<file path="src/rtl/mlog_pkg.sv">
package mlog_pkg;
    localparam int ADDR_W = 38;
    localparam int SLOTS  = 12;
    localparam int ENT_W  = ADDR_W + 1;
    localparam int BLK_W  = 512;
    localparam int SLOT_W = $clog2(SLOTS);
    localparam int PAD_W  = BLK_W - SLOTS * ENT_W;

    typedef logic [ENT_W-1:0] log_ent_t;
    typedef log_ent_t [SLOTS-1:0] stage_t;
endpackage

</file>
<file path="src/rtl/mlog_qualify.sv">
module mlog_qualify
    import mlog_pkg::*;
(
    input  logic              valid,
    input  logic              miss,
    input  logic              pbhit,
    input  logic [ADDR_W-1:0] addr,
    output logic              log_en,
    output log_ent_t          entry
);
    // Only committed instructions that missed, or were fed by the prefetch buffer, are recorded.
    assign log_en = valid && (miss || pbhit);
    assign entry  = {pbhit, addr};
endmodule

</file>
<file path="src/rtl/mlog_advance.sv">
module mlog_advance
    import mlog_pkg::*;
#(
    parameter int LOG_BLOCKS = 683,
    parameter int BIW        = 10,
    parameter int POS_W      = 15
) (
    input  logic [BIW-1:0]    blk,
    input  logic [SLOT_W-1:0] slot,
    input  logic [POS_W-1:0]  pos,
    output logic [BIW-1:0]    nblk,
    output logic [SLOT_W-1:0] nslot,
    output logic [POS_W-1:0]  npos,
    output logic              fill
);
    localparam int LAST_POS = LOG_BLOCKS * SLOTS - 1;
    localparam int LAST_BLK = LOG_BLOCKS - 1;

    always_comb begin
        fill  = (slot == SLOT_W'(SLOTS - 1));
        nslot = fill ? '0 : slot + 1'b1;
        if (fill) begin
            nblk = (blk == BIW'(LAST_BLK)) ? '0 : blk + 1'b1;
        end else begin
            nblk = blk;
        end
        npos = (pos == POS_W'(LAST_POS)) ? '0 : pos + 1'b1;
    end
endmodule

</file>
<file path="src/rtl/mlog_retire_logger.sv">
module mlog_retire_logger
    import mlog_pkg::*;
#(
    parameter int LANES      = 2,
    parameter int LOG_BLOCKS = 683,
    parameter int POS_W      = 15,
    parameter int BIW        = (LOG_BLOCKS > 1) ? $clog2(LOG_BLOCKS) : 1
) (
    input  logic                    clk,
    input  logic                    rst_n,
    input  logic [LANES-1:0]        ret_valid,
    input  logic [LANES-1:0]        ret_miss,
    input  logic [LANES-1:0]        ret_pbhit,
    input  logic [LANES*ADDR_W-1:0] ret_addr,
    output logic [LANES-1:0]        idx_valid,
    output logic [LANES*ADDR_W-1:0] idx_addr,
    output logic [LANES*POS_W-1:0]  idx_pos,
    output logic                    wr_valid,
    output logic [BIW-1:0]          wr_blk,
    output logic [BLK_W-1:0]        wr_data
);
    typedef struct packed {
        logic [BIW-1:0]          blk;
        logic [SLOT_W-1:0]       slot;
        logic [POS_W-1:0]        pos;
        stage_t                  stage;
        logic                    wr_v;
        logic [BIW-1:0]          wr_blk;
        logic [BLK_W-1:0]        wr_data;
        logic [LANES-1:0]        ix_v;
        logic [LANES*ADDR_W-1:0] ix_addr;
        logic [LANES*POS_W-1:0]  ix_pos;
    } st_t;

    st_t st_d, st_q;

    // Pointer chain: element l is the write point seen by lane l.
    logic [BIW-1:0]    c_blk  [LANES+1];
    logic [SLOT_W-1:0] c_slot [LANES+1];
    logic [POS_W-1:0]  c_pos  [LANES+1];
    logic [BIW-1:0]    a_blk  [LANES];
    logic [SLOT_W-1:0] a_slot [LANES];
    logic [POS_W-1:0]  a_pos  [LANES];
    logic [LANES-1:0]  fill;
    logic [LANES-1:0]  log_en;
    log_ent_t          ent    [LANES];

    assign c_blk[0]  = st_q.blk;
    assign c_slot[0] = st_q.slot;
    assign c_pos[0]  = st_q.pos;

    for (genvar g = 0; g < LANES; g++) begin : g_lane
        mlog_qualify u_qual (
            .valid  (ret_valid[g]),
            .miss   (ret_miss[g]),
            .pbhit  (ret_pbhit[g]),
            .addr   (ret_addr[g*ADDR_W +: ADDR_W]),
            .log_en (log_en[g]),
            .entry  (ent[g])
        );

        mlog_advance #(
            .LOG_BLOCKS (LOG_BLOCKS),
            .BIW        (BIW),
            .POS_W      (POS_W)
        ) u_adv (
            .blk   (c_blk[g]),
            .slot  (c_slot[g]),
            .pos   (c_pos[g]),
            .nblk  (a_blk[g]),
            .nslot (a_slot[g]),
            .npos  (a_pos[g]),
            .fill  (fill[g])
        );

        assign c_blk[g+1]  = log_en[g] ? a_blk[g]  : c_blk[g];
        assign c_slot[g+1] = log_en[g] ? a_slot[g] : c_slot[g];
        assign c_pos[g+1]  = log_en[g] ? a_pos[g]  : c_pos[g];
    end

    always_comb begin
        st_d      = st_q;
        st_d.wr_v = 1'b0;
        st_d.ix_v = '0;
        st_d.blk  = c_blk[LANES];
        st_d.slot = c_slot[LANES];
        st_d.pos  = c_pos[LANES];
        // Lanes are walked in program order; a completed block is captured before the next lane reuses slot 0.
        for (int l = 0; l < LANES; l++) begin
            if (log_en[l]) begin
                st_d.stage[c_slot[l]]               = ent[l];
                st_d.ix_v[l]                        = 1'b1;
                st_d.ix_addr[l*ADDR_W +: ADDR_W]    = ent[l][ADDR_W-1:0];
                st_d.ix_pos[l*POS_W +: POS_W]       = c_pos[l];
                if (fill[l]) begin
                    st_d.wr_v    = 1'b1;
                    st_d.wr_blk  = c_blk[l];
                    st_d.wr_data = {{PAD_W{1'b0}}, st_d.stage};
                end
            end
        end
    end

    always_ff @(posedge clk or negedge rst_n) begin
        if (!rst_n) begin
            st_q <= '0;
        end else begin
            st_q <= st_d;
        end
    end

    assign idx_valid = st_q.ix_v;
    assign idx_addr  = st_q.ix_addr;
    assign idx_pos   = st_q.ix_pos;
    assign wr_valid  = st_q.wr_v;
    assign wr_blk    = st_q.wr_blk;
    assign wr_data   = st_q.wr_data;
endmodule

</file>
<file path="config.mk">
export PLATFORM = sky130hd
export DESIGN_NAME = mlog_retire_logger
export DESIGN_NICKNAME = d
export VERILOG_FILES = /design/src/rtl/mlog_pkg.sv /design/src/rtl/mlog_qualify.sv /design/src/rtl/mlog_advance.sv /design/src/rtl/mlog_retire_logger.sv
export SDC_FILE = /design/constraint.sdc
export NUM_CORES = 2
export LEC_CHECK = 0
export BUFFER_PORTS_ARGS = -buffer_cell sky130_fd_sc_hd__buf_2
export CORE_MARGIN = 4
export CORE_UTILIZATION = 59
export DETAILED_ROUTE_END_ITERATION = 7
export PLACE_DENSITY = 0.81
export SYNTH_ARGS = -nofsm -noshare
export SYNTH_HDL_FRONTEND = slang
export SYNTH_SLANG_ARGS = --single-unit
</file>
<file path="constraint.sdc">
create_clock -name clk -period 3.8 [get_ports clk]
set_clock_uncertainty 0.2 [all_clocks]
set_input_delay 0 -clock clk [delete_from_list [all_inputs] [get_ports clk]]
set_output_delay 0 -clock clk [all_outputs]
set_load 0.02 [all_outputs]
</file>
-- Word-level counts from Yosys, hierarchy flattened
Index checks and enable logic that the tools add are counted.
- register bits: 1128
- bits of input ports: 84
- output and inout bits: 631
- logic and storage cells: 70
- $add $sub $neg: 6
- magnitude comparators: 4
- equality and inequality tests: 6
- muxes and demuxes: 25
- reductions and logical operators: 6
- operators with widths (operator ; number):
    two-way mux 523 bit ; 2
    two-way mux 992 bit ; 1
    two-way mux 991 bit ; 1
    bitwise mux 468 bit ; 2
    demux 39 bit (select 4 bit) ; 2
    two-way mux 39 bit ; 2
    two-way mux 10 bit ; 6
    two-way mux 15 bit ; 4
    adder 15 x 1 -> 15 bit (second input constant) ; 2
    equality test 15 x 14 -> 1 bit (second input constant) ; 2
    adder 10 x 1 -> 10 bit (second input constant) ; 2
    equality test 10 bit (second input constant) ; 2
    two-way mux 4 bit ; 4
    < comparator 4 x 5 -> 1 bit (second input constant) ; 2
    adder 4 x 1 -> 4 bit (second input constant) ; 2
    equality test 4 bit (second input constant) ; 2
    greater-or-equal comparator 4 x 1 -> 1 bit (second input constant) ; 2
    logical AND 1 bit ; 4
    logical OR 1 bit ; 2
    two-way mux 1 bit ; 1

-- Longest topological paths before layout
- depth after elaboration: 10
- depth in mapped cells: 18
- gate-level depth less buffers: 12

-- Hierarchy
Synthesis repeated with hierarchy kept, for this count alone.
- cells, all modules: 7551
- area, all modules: 67850.1 sq um
- by module, submodules not included (module ; times used ; cells an instance ; area an instance (sq um) ; sequential area each (sq um)):
    mlog_retire_logger ; 1 ; 7279 ; 65958.3 ; 28227.1
    mlog_advance ; 2 ; 96 ; 645.6 ; 0.0
    mlog_qualify ; 2 ; 40 ; 300.3 ; 0.0

-- Worst setup path before layout
OpenSTA, ideal clock, no wires.
- path kind: in2reg
- start: input port ret_pbhit[0]
- end: register st_q, in the netlist c_pos[42]
- library setup time: 134 ps
- arrival: 2686 ps
- data required time: 3466 ps
- setup slack: 780 ps
- stages: 14
- path buffers: 5
- path through: buf_4 o21ai_4 buf_2 buf_2 buf_2 clkbuf_1 a22oi_1 inv_1 ha_1 and2_1 o2111ai_1 a2111oi_2 nand3b_1 xor2_1
- RTL lines (what ; RTL line ; RTL):
    start, declared ; mlog_retire_logger.sv:13 ; input logic [LANES-1:0] ret_pbhit,
    end signal, assigned ; mlog_retire_logger.sv:108 ; st_q <= st_d;
    end, declared ; mlog_retire_logger.sv:35 ; st_t st_d, st_q;

==> results.json <==
{
  "irDropWorstVdd_uv": 640,
  "min_from": "ret_addr[18]",
  "dpl.hpwl_mm": 122,
  "drc": 0,
  "crit_type": "register to register",
  "clock_sinks": 1089,
  "drt_iter0_markers": 6846,
  "wl_per_cell_um": 24.5,
  "dp_cells": 7805,
  "wl_met3_mm": 23.1,
  "critPathCaptureType": "register",
  "syn_to_final_growth_pct": 7.18,
  "route.met2.wl_mm": 85.7,
  "place_area_sq_mm": 0.0608,
  "synth-seq-cells": 1089,
  "synthesis.nets": 6939,
  "multi_input_area_sq_mm": 0.0267,
  "initial_core_util_pct": 59.7,
  "dr.pass1.iters": 7,
  "gp_congestion": 0.939,
  "hold_viol": 0,
  "cp-start-kind": "register",
  "rsz0062_at_grt": "false",
  "port_buffers": 714,
  "path_clk_slew_ns": 0.07,
  "finalSetupViolations": 0,
  "grt_usage_pct": 35.3,
  "die_w_um": 330,
  "min_period_over_period_pct": 92.0,
  "h-tree-depth": 3,
  "hp-class": "primary input to register",
  "synth_edf_count": 0,
  "cp_max_fo": 26,
  "r2r_start": "c_slot[8]",
  "p_sw_share_pct": 42.2,
  "ant_nets": 0,
  "grt_pass1_vias": 48600,
  "cp.arrival_ns": 3.95,
  "synth_cells": 6841,
  "regArea_sq_mm": 0.0273,
  "slew_headroom_pct": 12.8,
  "syn_area_per_cell_sq_um": 8.93,
  "core-area_sq_mm": 0.102,
  "period_minus_slack_ns": 3.50,
  "synth.top_cell.area_share_pct": 44.6,
  "cts_buffer_depth": 3,
  "postRouteWirelength_mm": 199,
  "p_seq_share_pct": 36.4,
  "nets": 6742,
  "yosys_most_used_dff": "dfrtp_1",
  "cp.required_ns": 4.26,
  "fillers": 8025,
  "final_cells": 8105,
  "routed-via-count": 51200,
  "holdPathStages": 4,
  "critPathLaunch": "c_slot[8]",
  "yosys.area.top_type": "dfrtp_1",
  "status": "complete, no violations",
  "stdcell_area_sq_mm": 0.0654,
  "highest_layer": "met4",
  "viasPerCell": 6.32,
  "clk_latency_ns": 0.72,
  "syn_area_sq_mm": 0.0611,
  "cap_violations": 0,
  "synth_area_leaders": "dfrtp_1, mux2i_1, nand2_1",
  "powerDensity_mw_per_mm2": 821,
  "cts_tree": "done",
  "yosysSeqAreaShare_pct": 44.6,
  "p_int_w": 0.0311,
  "antenna_found_initial": 5,
  "combinationalPowerShare_pct": 42.7,
  "cts-root-buf": "clkbuf_16",
  "tns_ns": 0,
  "tightest_slew_ns": 1.31,
  "finish.utilization_pct": 64.0,
  "die_area_sq_mm": 0.109,
  "synth.distinct_cells": 64,
  "wirelength_met1_mm": 77.4,
  "switchingPower_w": 0.0227,
  "grt_pass1_wl_mm": 295,
  "p_leak_nw": 31.9,
  "num_rows": 117,
  "synth_common_cells": "nand2_1, o21ai_0, dfrtp_1, mux2i_1, buf_4",
  "yosys_warnings": 0,
  "cts_buffers": 113,
  "die_y_um": 330,
  "drv_slew": 0,
  "ff2ff_path_depth": 13,
  "clockPowerShare_pct": 20.9,
  "maxClockFrequency_mhz": 286,
  "ys_async_sr_fraction_pct": 100,
  "overflow": 0,
  "num_io_pins": 715,
  "drive_above_1_share_pct": 16.3,
  "grt_max_degree": 263,
  "synth_most_common_cell": "nand2_1"
}
## power groups by stage
| stage | clock, W | combinational, W | sequential, W |
|---|---|---|---|
| floorplan | 0 | 0.0193 | 0.0181 |
| global placement | 0 | 0.0216 | 0.0193 |
| detailed placement | 0 | 0.0224 | 0.0195 |
| CTS | 0.0113 | 0.0227 | 0.0193 |
| global route | 0.0118 | 0.0249 | 0.0199 |
| finish | 0.0112 | 0.0229 | 0.0195 |
## layout make-up
class                   count  area share [%]
repair buffers            923            9.26
multi-input cells        4501            40.7
inverters                  16          0.0975
clock inverters            36           0.465
diodes                      5          0.0191
well taps                1368            2.62
flip-flops and latches   1089            41.6
clock buffers             167            5.18
## metrics by stage
stage,hold WS (ns),worst slack (ns),total power (W)
after global placement,-0.0717,0.512,0.0409
after detailed placement,-0.0626,0.401,0.0418
after global routing,0.118,0.0877,0.0566
after floorplan,-0.496,0.780,0.0374
after CTS,0.0714,0.161,0.0533
final,0.125,0.304,0.0537
## layer usage
layer	vias up	global-route usage, %
met4	0	19.6
li1	22500	-
met2	3073	52.3
met5	-	0
met3	680	7.75
met1	24900	48.3
## what timing repair did
action	4_1_cts	5_1_grt
endpoints found under the hold margin	2008	0
buffers inserted	0	0
setup endpoints to repair	0	2
hold buffers	92	0
resized for setup	0	2
## kinds of logic (layout without fill, tap and decap cells)
logic type      count (synthesis)  after routing  synth area share, %
flops                        1089           1089                 44.6
compound gates               1785           1785                 16.9
buf+inv                      1251           1142                 12.1
xor+xnor                       41             41                0.588
mux                           827            827                 13.6
fa+ha+maj                      14             14                0.287
other cells                     0              5                    0
simple gates                 1834           1834                 11.9
## path summary, 6_finish.rpt
kind                                end  slack (ns)
min reg2reg                idx_addr[16]        0.27
max                           st_q[774]        0.30
max reg2reg                   st_q[774]        0.30
min                        idx_addr[18]        0.13
max in group asynchronous     st_q[863]        2.12
min in group asynchronous  wr_data[483]        0.53
## cell usage in the layout, fill, tap and decap left out, types with 21 or more instances in the layout
| master | netlist | layout |
|---|---|---|
| mux2_2 | 43 | 43 |
| nor2_1 | 126 | 124 |
| a21oi_1 | 84 | 84 |
| buf_4 | 654 | 64 |
| clkinv_2 | 0 | 25 |
| o21ai_0 | 1147 | 1147 |
| mux2i_1 | 784 | 784 |
| clkbuf_16 | 0 | 119 |
| clkbuf_8 | 0 | 23 |
| buf_12 | 0 | 53 |
| o211ai_1 | 399 | 399 |
| xnor2_1 | 26 | 26 |
| and3_1 | 51 | 51 |
| a31oi_1 | 44 | 44 |
| dfrtp_1 | 1089 | 1089 |
| buf_2 | 152 | 713 |
| a21o_1 | 27 | 27 |
| dlygate4sd3_1 | 0 | 91 |
| clkbuf_1 | 377 | 25 |
| nand2_1 | 1561 | 1548 |
| a22o_1 | 21 | 21 |
## registers in the layout (all words and copies together) (netlist names)
name	flops
c_slot	4
wr_data	512
wr_valid	1
idx_pos	30
wr_blk	10
c_blk	10
idx_addr	76
st_q	429
c_pos	15
idx_valid	2
## critical path, stage by stage, from the launching register on
cell and delay (ns):
dfrtp_1 0.52, ha_2 0.34, a211o_1 0.17, and2_1 0.20
inv_1 0.08, ha_1 0.24, inv_1 0.09, nor2_1 0.06
buf_4 0.18, nand2_4 0.20, buf_4 0.33, nor2_1 0.07
a31oi_1 0.16, dlygate4sd3_1 0.57
No activity file was read; power rests on OpenSTA's default activity.
